==> config.mk <==
export PLATFORM = sky130hd
export DESIGN_NAME = deadman_wdt
export DESIGN_NICKNAME = d
export VERILOG_FILES = /design/src/rtl/dmt_pkg.sv /design/src/rtl/dmt_regif.sv /design/src/rtl/dmt_keyseq.sv /design/src/rtl/dmt_counter.sv /design/src/rtl/deadman_wdt.sv
export SDC_FILE = /design/constraint.sdc
export NUM_CORES = 1
export LEC_CHECK = 0
export BUFFER_PORTS_ARGS = -buffer_cell sky130_fd_sc_hd__clkbuf_2
export CORE_ASPECT_RATIO = 1.1
export CORE_MARGIN = 1
export CORE_UTILIZATION = 55
export DETAILED_ROUTE_END_ITERATION = 8
export GPL_TIMING_DRIVEN = 1
export HOLD_SLACK_MARGIN = 0.08
export MAX_ROUTING_LAYER = met4
export PLACE_DENSITY = 0.75
export SYNTH_ARGS = -nofsm -noshare
export SYNTH_HDL_FRONTEND = slang
export SYNTH_SLANG_ARGS = --single-unit
==> constraint.sdc <==
create_clock -name clk -period 6.1 [get_ports clk]
set_input_delay 0.61 -clock clk [delete_from_list [all_inputs] [get_ports clk]]
set_output_delay 0.61 -clock clk [all_outputs]
set_load 0.03 [all_outputs]
==> src/rtl/dmt_pkg.sv <==
package dmt_pkg;
  localparam int DATA_W = 32;
  localparam int ADDR_W = 8;

  localparam logic [ADDR_W-1:0] OFS_CTRL      = 8'h00;
  localparam logic [ADDR_W-1:0] OFS_CTRL_CLR  = 8'h04;
  localparam logic [ADDR_W-1:0] OFS_CTRL_SET  = 8'h08;
  localparam logic [ADDR_W-1:0] OFS_PRECLR    = 8'h10;
  localparam logic [ADDR_W-1:0] OFS_CLR       = 8'h20;
  localparam logic [ADDR_W-1:0] OFS_STAT      = 8'h30;
  localparam logic [ADDR_W-1:0] OFS_CNT       = 8'h40;
  localparam logic [ADDR_W-1:0] OFS_LIMIT     = 8'h60;
  localparam logic [ADDR_W-1:0] OFS_WIN       = 8'h70;
  localparam logic [ADDR_W-1:0] OFS_CAUSE     = 8'h80;
  localparam logic [ADDR_W-1:0] OFS_CAUSE_CLR = 8'h84;

  localparam int BIT_ON    = 15;
  localparam int BIT_WIN   = 0;
  localparam int BIT_EVT   = 5;
  localparam int BIT_BAD2  = 6;
  localparam int BIT_BAD1  = 7;
  localparam int BIT_CAUSE = 5;

  localparam logic [7:0] KEY_PRE = 8'h40;
  localparam logic [7:0] KEY_CLR = 8'h08;

  typedef enum logic [3:0] {
    ACC_NONE,
    ACC_CTRL_WR,
    ACC_CTRL_CLR,
    ACC_CTRL_SET,
    ACC_PRECLR,
    ACC_CLR,
    ACC_LIMIT,
    ACC_WIN,
    ACC_CAUSE_CLR
  } wr_kind_e;

  typedef struct packed {
    logic bad1;
    logic bad2;
    logic evt;
    logic win_open;
  } stat_t;
endpackage

==> src/rtl/dmt_regif.sv <==
module dmt_regif
  import dmt_pkg::*;
#(
  parameter int CNT_W = 32,
  parameter int unsigned DEF_LIMIT = 1000,
  parameter int unsigned DEF_WIN = 100
) (
  input  logic              clk,
  input  logic              rst_ni,
  input  logic              bus_sel,
  input  logic              bus_wr,
  input  logic [ADDR_W-1:0] bus_addr,
  input  logic [DATA_W-1:0] bus_wdata,
  input  stat_t             stat_i,
  input  logic [CNT_W-1:0]  cnt_i,
  input  logic              tmo_i,
  output wr_kind_e          wr_kind_o,
  output logic              on_o,
  output logic [CNT_W-1:0]  limit_o,
  output logic [CNT_W-1:0]  win_o,
  output logic              cause_o,
  output logic [DATA_W-1:0] rdata_o
);
  wr_kind_e         wr_kind;
  logic             on_q, on_n, ctrl_en;
  logic [CNT_W-1:0] limit_q, win_q, value_n;
  logic             limit_en, win_en;
  logic             cause_q, cause_n, cause_en;

  // write decode
  always_comb begin
    wr_kind = ACC_NONE;
    if (bus_sel && bus_wr) begin
      case (bus_addr)
        OFS_CTRL:      wr_kind = ACC_CTRL_WR;
        OFS_CTRL_CLR:  wr_kind = ACC_CTRL_CLR;
        OFS_CTRL_SET:  wr_kind = ACC_CTRL_SET;
        OFS_PRECLR:    wr_kind = ACC_PRECLR;
        OFS_CLR:       wr_kind = ACC_CLR;
        OFS_LIMIT:     wr_kind = ACC_LIMIT;
        OFS_WIN:       wr_kind = ACC_WIN;
        OFS_CAUSE_CLR: wr_kind = ACC_CAUSE_CLR;
        default:       wr_kind = ACC_NONE;
      endcase
    end
  end

  // next-state logic
  always_comb begin
    ctrl_en = (wr_kind == ACC_CTRL_WR) || (wr_kind == ACC_CTRL_CLR) ||
              (wr_kind == ACC_CTRL_SET);
    case (wr_kind)
      ACC_CTRL_WR:  on_n = bus_wdata[BIT_ON];
      ACC_CTRL_CLR: on_n = on_q & ~bus_wdata[BIT_ON];
      ACC_CTRL_SET: on_n = on_q | bus_wdata[BIT_ON];
      default:      on_n = on_q;
    endcase
    value_n  = bus_wdata[CNT_W-1:0];
    limit_en = (wr_kind == ACC_LIMIT);
    win_en   = (wr_kind == ACC_WIN);
    // a timeout wins over a simultaneous clear request
    cause_en = tmo_i || ((wr_kind == ACC_CAUSE_CLR) && bus_wdata[BIT_CAUSE]);
    cause_n  = tmo_i;
  end

  always_ff @(posedge clk or negedge rst_ni) begin
    if (!rst_ni) begin
      on_q    <= 1'b0;
      limit_q <= CNT_W'(DEF_LIMIT);
      win_q   <= CNT_W'(DEF_WIN);
      cause_q <= 1'b0;
    end else begin
      if (ctrl_en)  on_q    <= on_n;
      if (limit_en) limit_q <= value_n;
      if (win_en)   win_q   <= value_n;
      if (cause_en) cause_q <= cause_n;
    end
  end

  // read mux
  always_comb begin
    rdata_o = '0;
    if (bus_sel && !bus_wr) begin
      case (bus_addr)
        OFS_CTRL: rdata_o[BIT_ON] = on_q;
        OFS_STAT: begin
          rdata_o[BIT_WIN]  = stat_i.win_open;
          rdata_o[BIT_EVT]  = stat_i.evt;
          rdata_o[BIT_BAD2] = stat_i.bad2;
          rdata_o[BIT_BAD1] = stat_i.bad1;
        end
        OFS_CNT:   rdata_o = DATA_W'(cnt_i);
        OFS_LIMIT: rdata_o = DATA_W'(limit_q);
        OFS_WIN:   rdata_o = DATA_W'(win_q);
        OFS_CAUSE: rdata_o[BIT_CAUSE] = cause_q;
        default:   rdata_o = '0;
      endcase
    end
  end

  assign wr_kind_o = wr_kind;
  assign on_o      = on_q;
  assign limit_o   = limit_q;
  assign win_o     = win_q;
  assign cause_o   = cause_q;
endmodule

==> src/rtl/dmt_keyseq.sv <==
module dmt_keyseq
  import dmt_pkg::*;
(
  input  logic     clk,
  input  logic     rst_ni,
  input  logic     on_i,
  input  wr_kind_e wr_kind_i,
  input  logic [7:0] pre_key_i,
  input  logic [7:0] clr_key_i,
  input  logic     win_open_i,
  input  logic     tmo_i,
  output logic     svc_ok_o,
  output logic     bad1_o,
  output logic     bad2_o
);
  logic armed_q, armed_n;
  logic bad1_q, bad1_n;
  logic bad2_q, bad2_n;
  logic seq_en;
  logic svc_ok;

  always_comb begin
    armed_n = armed_q;
    bad1_n  = bad1_q;
    bad2_n  = bad2_q;
    svc_ok  = 1'b0;
    seq_en  = !on_i || tmo_i || (wr_kind_i == ACC_PRECLR) || (wr_kind_i == ACC_CLR);
    if (!on_i) begin
      armed_n = 1'b0;
      bad1_n  = 1'b0;
      bad2_n  = 1'b0;
    end else begin
      case (wr_kind_i)
        ACC_PRECLR: begin
          if (pre_key_i == KEY_PRE) begin
            armed_n = 1'b1;
          end else begin
            armed_n = 1'b0;
            bad1_n  = 1'b1;
          end
        end
        ACC_CLR: begin
          armed_n = 1'b0;
          if ((clr_key_i != KEY_CLR) || !armed_q) begin
            bad1_n = 1'b1;
          end else if (!win_open_i) begin
            bad2_n = 1'b1;
          end else begin
            svc_ok = 1'b1;
          end
        end
        default: begin
          if (tmo_i) armed_n = 1'b0;
        end
      endcase
    end
  end

  always_ff @(posedge clk or negedge rst_ni) begin
    if (!rst_ni) begin
      armed_q <= 1'b0;
      bad1_q  <= 1'b0;
      bad2_q  <= 1'b0;
    end else if (seq_en) begin
      armed_q <= armed_n;
      bad1_q  <= bad1_n;
      bad2_q  <= bad2_n;
    end
  end

  assign svc_ok_o = svc_ok;
  assign bad1_o   = bad1_q;
  assign bad2_o   = bad2_q;
endmodule

==> src/rtl/dmt_counter.sv <==
module dmt_counter #(
  parameter int CNT_W = 32
) (
  input  logic             clk,
  input  logic             rst_ni,
  input  logic             on_i,
  input  logic [CNT_W-1:0] limit_i,
  input  logic [CNT_W-1:0] win_i,
  input  logic             svc_ok_i,
  output logic [CNT_W-1:0] cnt_o,
  output logic             win_open_o,
  output logic             tmo_o,
  output logic             evt_o,
  output logic             req_o
);
  logic [CNT_W-1:0] cnt_q, cnt_n, open_at;
  logic             cnt_en;
  logic             evt_q, evt_n, evt_en;
  logic             req_q;
  logic             hit;

  always_comb begin
    open_at    = (win_i >= limit_i) ? '0 : (limit_i - win_i);
    hit        = on_i && (cnt_q >= limit_i);
    win_open_o = on_i && (cnt_q >= open_at) && (cnt_q < limit_i);
    cnt_en     = on_i || (cnt_q != '0);
    if (!on_i || hit || svc_ok_i) cnt_n = '0;
    else                          cnt_n = cnt_q + 1'b1;
    evt_en = !on_i || hit;
    evt_n  = on_i;
  end

  always_ff @(posedge clk or negedge rst_ni) begin
    if (!rst_ni) begin
      cnt_q <= '0;
      evt_q <= 1'b0;
      req_q <= 1'b0;
    end else begin
      if (cnt_en) cnt_q <= cnt_n;
      if (evt_en) evt_q <= evt_n;
      req_q <= hit;
    end
  end

  assign cnt_o = cnt_q;
  assign tmo_o = hit;
  assign evt_o = evt_q;
  assign req_o = req_q;
endmodule

==> src/rtl/deadman_wdt.sv <==
module deadman_wdt
  import dmt_pkg::*;
#(
  parameter int CNT_W = 32,
  parameter int unsigned DEF_LIMIT = 1000,
  parameter int unsigned DEF_WIN = 100,
  parameter int SYNC_STAGES = 2
) (
  input  logic        clk,
  input  logic        rst_n,
  input  logic        bus_sel,
  input  logic        bus_wr,
  input  logic [7:0]  bus_addr,
  input  logic [31:0] bus_wdata,
  output logic [31:0] bus_rdata,
  output logic        timeout_req,
  output logic        reset_cause
);
  logic [SYNC_STAGES-1:0] rst_sync_q;
  logic                   rst_int_n;

  // asynchronous assertion, synchronous release
  always_ff @(posedge clk or negedge rst_n) begin
    if (!rst_n) rst_sync_q <= '0;
    else        rst_sync_q <= {rst_sync_q[SYNC_STAGES-2:0], 1'b1};
  end
  assign rst_int_n = rst_sync_q[SYNC_STAGES-1];

  wr_kind_e         wr_kind_w;
  logic             on_w;
  logic [CNT_W-1:0] limit_w, win_w, cnt_w;
  logic             win_open_w, tmo_w, evt_w, svc_w, bad1_w, bad2_w;
  stat_t            stat_w;

  assign stat_w = '{bad1: bad1_w, bad2: bad2_w, evt: evt_w, win_open: win_open_w};

  dmt_regif #(
    .CNT_W(CNT_W), .DEF_LIMIT(DEF_LIMIT), .DEF_WIN(DEF_WIN)
  ) u_regif (
    .clk(clk), .rst_ni(rst_int_n),
    .bus_sel(bus_sel), .bus_wr(bus_wr), .bus_addr(bus_addr), .bus_wdata(bus_wdata),
    .stat_i(stat_w), .cnt_i(cnt_w), .tmo_i(tmo_w),
    .wr_kind_o(wr_kind_w), .on_o(on_w), .limit_o(limit_w), .win_o(win_w),
    .cause_o(reset_cause), .rdata_o(bus_rdata)
  );

  dmt_keyseq u_keyseq (
    .clk(clk), .rst_ni(rst_int_n), .on_i(on_w), .wr_kind_i(wr_kind_w),
    .pre_key_i(bus_wdata[15:8]), .clr_key_i(bus_wdata[7:0]),
    .win_open_i(win_open_w), .tmo_i(tmo_w),
    .svc_ok_o(svc_w), .bad1_o(bad1_w), .bad2_o(bad2_w)
  );

  dmt_counter #(.CNT_W(CNT_W)) u_counter (
    .clk(clk), .rst_ni(rst_int_n), .on_i(on_w), .limit_i(limit_w), .win_i(win_w),
    .svc_ok_i(svc_w), .cnt_o(cnt_w), .win_open_o(win_open_w), .tmo_o(tmo_w),
    .evt_o(evt_w), .req_o(timeout_req)
  );
endmodule

==> flow_metrics.env <==
export IMPL_status="complete, no violations"
export IMPL_min_period_ns=5.87
export IMPL_layout_cells_non_filler=1292
export IMPL_cts_tree="yes"
export IMPL_crit_start="u_regif.limit_o[0]"
export IMPL_syn_avg_cell_area_um2=8.76
export IMPL_cts_sinks=105
export IMPL_endpoint_kind="output port"
export IMPL_synth_distinct_cells=75
export IMPL_synth_fp_nets=1159
export IMPL_h_tree_depth=3
export IMPL_path_delay_family="compound AO/OA/AOI/OAI gates"
export IMPL_syn_area_um2=8900
export IMPL_hp_class="flop to async pin"
export IMPL_die_w_um=123
export IMPL_clk_pin_slew_worst_paths_ns=0.07
export IMPL_dp_hpwl_um=17200
export IMPL_worst_hold_slack_ns=0.328
export IMPL_grt_ovfl_total=0
export IMPL_async_reset_ff_frac=1.00
export IMPL_area_delta_synth_final_pct=12.3
export IMPL_most_common_layout_cells="nor2_1 (111), ha_1 (97), dfrtp_1 (95), inv_1 (82), clkbuf_2 (76)"
export IMPL_relSlewSlack=0.170
export IMPL_antenna_found_initial=0
export IMPL_drive_above_1_share=0.213
export IMPL_tns_ns=0
export IMPL_n_antenna_cell=0
export IMPL_cpPeakStageDelay_ns=0.52
export IMPL_place_inst=1268
export IMPL_crit_arrival_ns=5.26
export IMPL_postSynthCellCount=1016
export IMPL_ant_nets=0
export IMPL_reg2reg_slack_ns=0.60
export IMPL_first_pass_iters=4
export IMPL_synth_seq_cells=105
export IMPL_worstPathMaxFanout=6
export IMPL_io_buffers=77
export IMPL_final_hold_viol_count=0
export IMPL_p_leak_nw=4.87
export IMPL_synth_top_area_cell="dfrtp_1"
export IMPL_gp_congestion=0.966
export IMPL_finalSetupViolations=0
export IMPL_crit_path_start_kind="flop"
export IMPL_n_fill_cell=1409
export IMPL_grt_pass1_wl_um=37400
export IMPL_synth_seq_area_share=0.297
export IMPL_ios=78
export IMPL_num_rows=48
export IMPL_post_place_ws_ns=0.247
export IMPL_max_freq_mhz=170
export IMPL_grt_pass1_vias=7453
export IMPL_synth_area_leaders="dfrtp_1 (27%), ha_1 (14%), mux2_2 (8.1%)"
export IMPL_clock_root_buffer="clkbuf_16"
export IMPL_drc=0
export IMPL_initial_core_util=0.566
export IMPL_insertion_delay_ns=0.37
export IMPL_cts_buffer_depth=2
export IMPL_via_per_inst=5.95
export IMPL_grt_max_degree=60
export IMPL_fp_dieArea_um2=16700
export IMPL_slew_viol_final=0
export IMPL_synth_warnings=0
export IMPL_synth_ff_type="dfrtp_1"
export IMPL_drt_iter0_markers=401
export IMPL_cts_inserted_buffers=9
export IMPL_synth_edff_count=0
export IMPL_worstPathCellList="inv_1 -> ha_1 -> inv_1 -> fa_2 -> a211oi_4 -> o21ai_4 -> a31oi_4 -> a211oi_2 -> o31ai_2 -> a211oi_2 -> o31a_1 -> buf_6 -> nand2_1 -> ha_1 -> and2_4 -> a221oi_2 -> o22ai_1 -> or4_4 -> a221oi_2 -> buf_4 -> or4_4 -> a21oi_2 -> buf_6"
export IMPL_grt_usage=0.297
export IMPL_cp_required_ns=5.49
export IMPL_max_cap_violations=0
export IMPL_wl_um=22900
export IMPL_fp_coreArea_um2=15700
export IMPL_clock_skew_ns=0.0111
export IMPL_rr_startpoint="u_regif.limit_o[0]"
export IMPL_vias=7691
export IMPL_ir_worst_vdd_mv=0.128
export IMPL_cpMaxStageDelayCell="or4_4"
export IMPL_worst_pin_slew_ns=1.24
export IMPL_fin_crit_sh=0.962
export IMPL_die_h_um=135
export IMPL_path_class="flop to output port"
export IMPL_layout_setup_ws_ns=0.233
export IMPL_synth_top_cell_area_share=0.270
export IMPL_power_per_cell_area_nw_per_um2=151
export IMPL_cp_buffers_inverters=5
export IMPL_avgRoutedWirePerCell_um=17.7
export IMPL_fin_nets=1230
export IMPL_final_common_cell="nor2_1"
Yosys cell counts, types with 3 or more instances:
library cell and count:
nor4_1 12, or4_1 4, nand4b_1 3, xor2_1 26, nor2_2 10, inv_1 82, o21ai_0 27, clkbuf_1 23
nand2b_1 7, xnor2_1 25, nand4_1 28, a32o_1 3, o2111ai_1 4, a31o_2 3, a21o_1 35, nand3b_1 5
o21a_1 6, or3_1 3, dfrtp_1 96, a31oi_1 7, nand2_1 64, o22ai_1 3, o211ai_1 4, and3_1 8
and4_1 3, a221oi_1 3, nor3_1 19, mux2i_1 33, ha_1 98, and2_1 7, mux2_2 64, nand3_1 31
buf_2 5, a211o_1 5, a21oi_1 72, nor2b_1 7, o21bai_1 5, buf_1 6, a211oi_1 8, or2_2 3
nor2_1 111, dfstp_2 9
worst register-to-register path, delay by kind of cell (launching register included):
kind | cells | cell delay, ns
flops | 1 | 0.41
simple gates | 5 | 1.12
buf+inv | 5 | 0.56
compound gates | 11 | 2.54
fa+ha+maj | 3 | 0.78
state kept, by name (all words and copies together) (netlist names):
name              cells
u_counter.cnt_o      32
u_regif.limit_o      32
u_regif.win_o        32
rst_sync_q            2
u_counter.evt_o       1
u_counter.req_o       1
u_keyseq.armed_q      1
u_keyseq.bad1_o       1
u_keyseq.bad2_o       1
u_regif.cause_o       1
u_regif.on_o          1
stage by stage:
stage | cell area (um^2) | utilization | total power, mW
floorplan | 8900 | - | 0.802
global placement | 9470 | 0.602 | 0.850
detailed placement | 9470 | 0.602 | 0.851
CTS | 9840 | 0.626 | 1.51
global route | 9990 | 0.635 | 1.56
finish | 9990 | 0.635 | 1.51
repair_timing:
action / 4_1_cts / 5_1_grt
endpoints found under the hold margin: 2 / 0
buffers inserted: 2 / 6
pin swaps: 1 / 10
gates resized for setup: 1 / 24
endpoints found under the setup margin: 1 / 1
hold buffers: 1 / 0
logic make-up after synthesis:
kind of cell	after synthesis	share of synthesized area
muxes	97	0.118
xor gates and xnor gates	51	0.0502
and+or+nand+nor	338	0.189
DFF	105	0.297
adders and majority gates	99	0.140
AOI/OAI and AO/OA	206	0.153
other	1	0.000421
buffers and inverters	119	0.0531
final timing paths:
kind,to,depth (start not counted)
worst min register to register,u_regif.win_o[31],0
max in group asynchronous,u_regif.limit_o[15],1
worst max-delay path,bus_rdata[0],23
worst max register to register,u_counter.cnt_o[26],24
worst min-delay path,u_regif.win_o[31],0
min in group clk,rst_sync_q[1],0
layer usage:
metal,GRT usage,share of wire,vias to the layer above
met4,0.0964,0.022,0
met1,0.383,0.45,3709
met2,0.491,0.49,176
met3,0.0269,0.036,34
met5,-,0,-
li1,-,-,3772
power breakdown:
part / internal (mW) / switching, mW / total [mW]
registers: 0.701 / 0.0102 / 0.711
logic: 0.0495 / 0.0833 / 0.133
clock network: 0.385 / 0.279 / 0.665
area by class of cell:
type | instances | area, um^2 | area share
Inverter | 82 | 308 | 0.0308
Timing Repair Buffer | 97 | 548 | 0.0549
Clock buffer | 11 | 253 | 0.0253
Clock inverter | 5 | 86.3 | 0.00864
Multi-Input combinational cell | 792 | 5900 | 0.591
Sequential cell | 105 | 2640 | 0.265
Tap cell | 200 | 250 | 0.0251
Power figures use the tool's default switching activity.
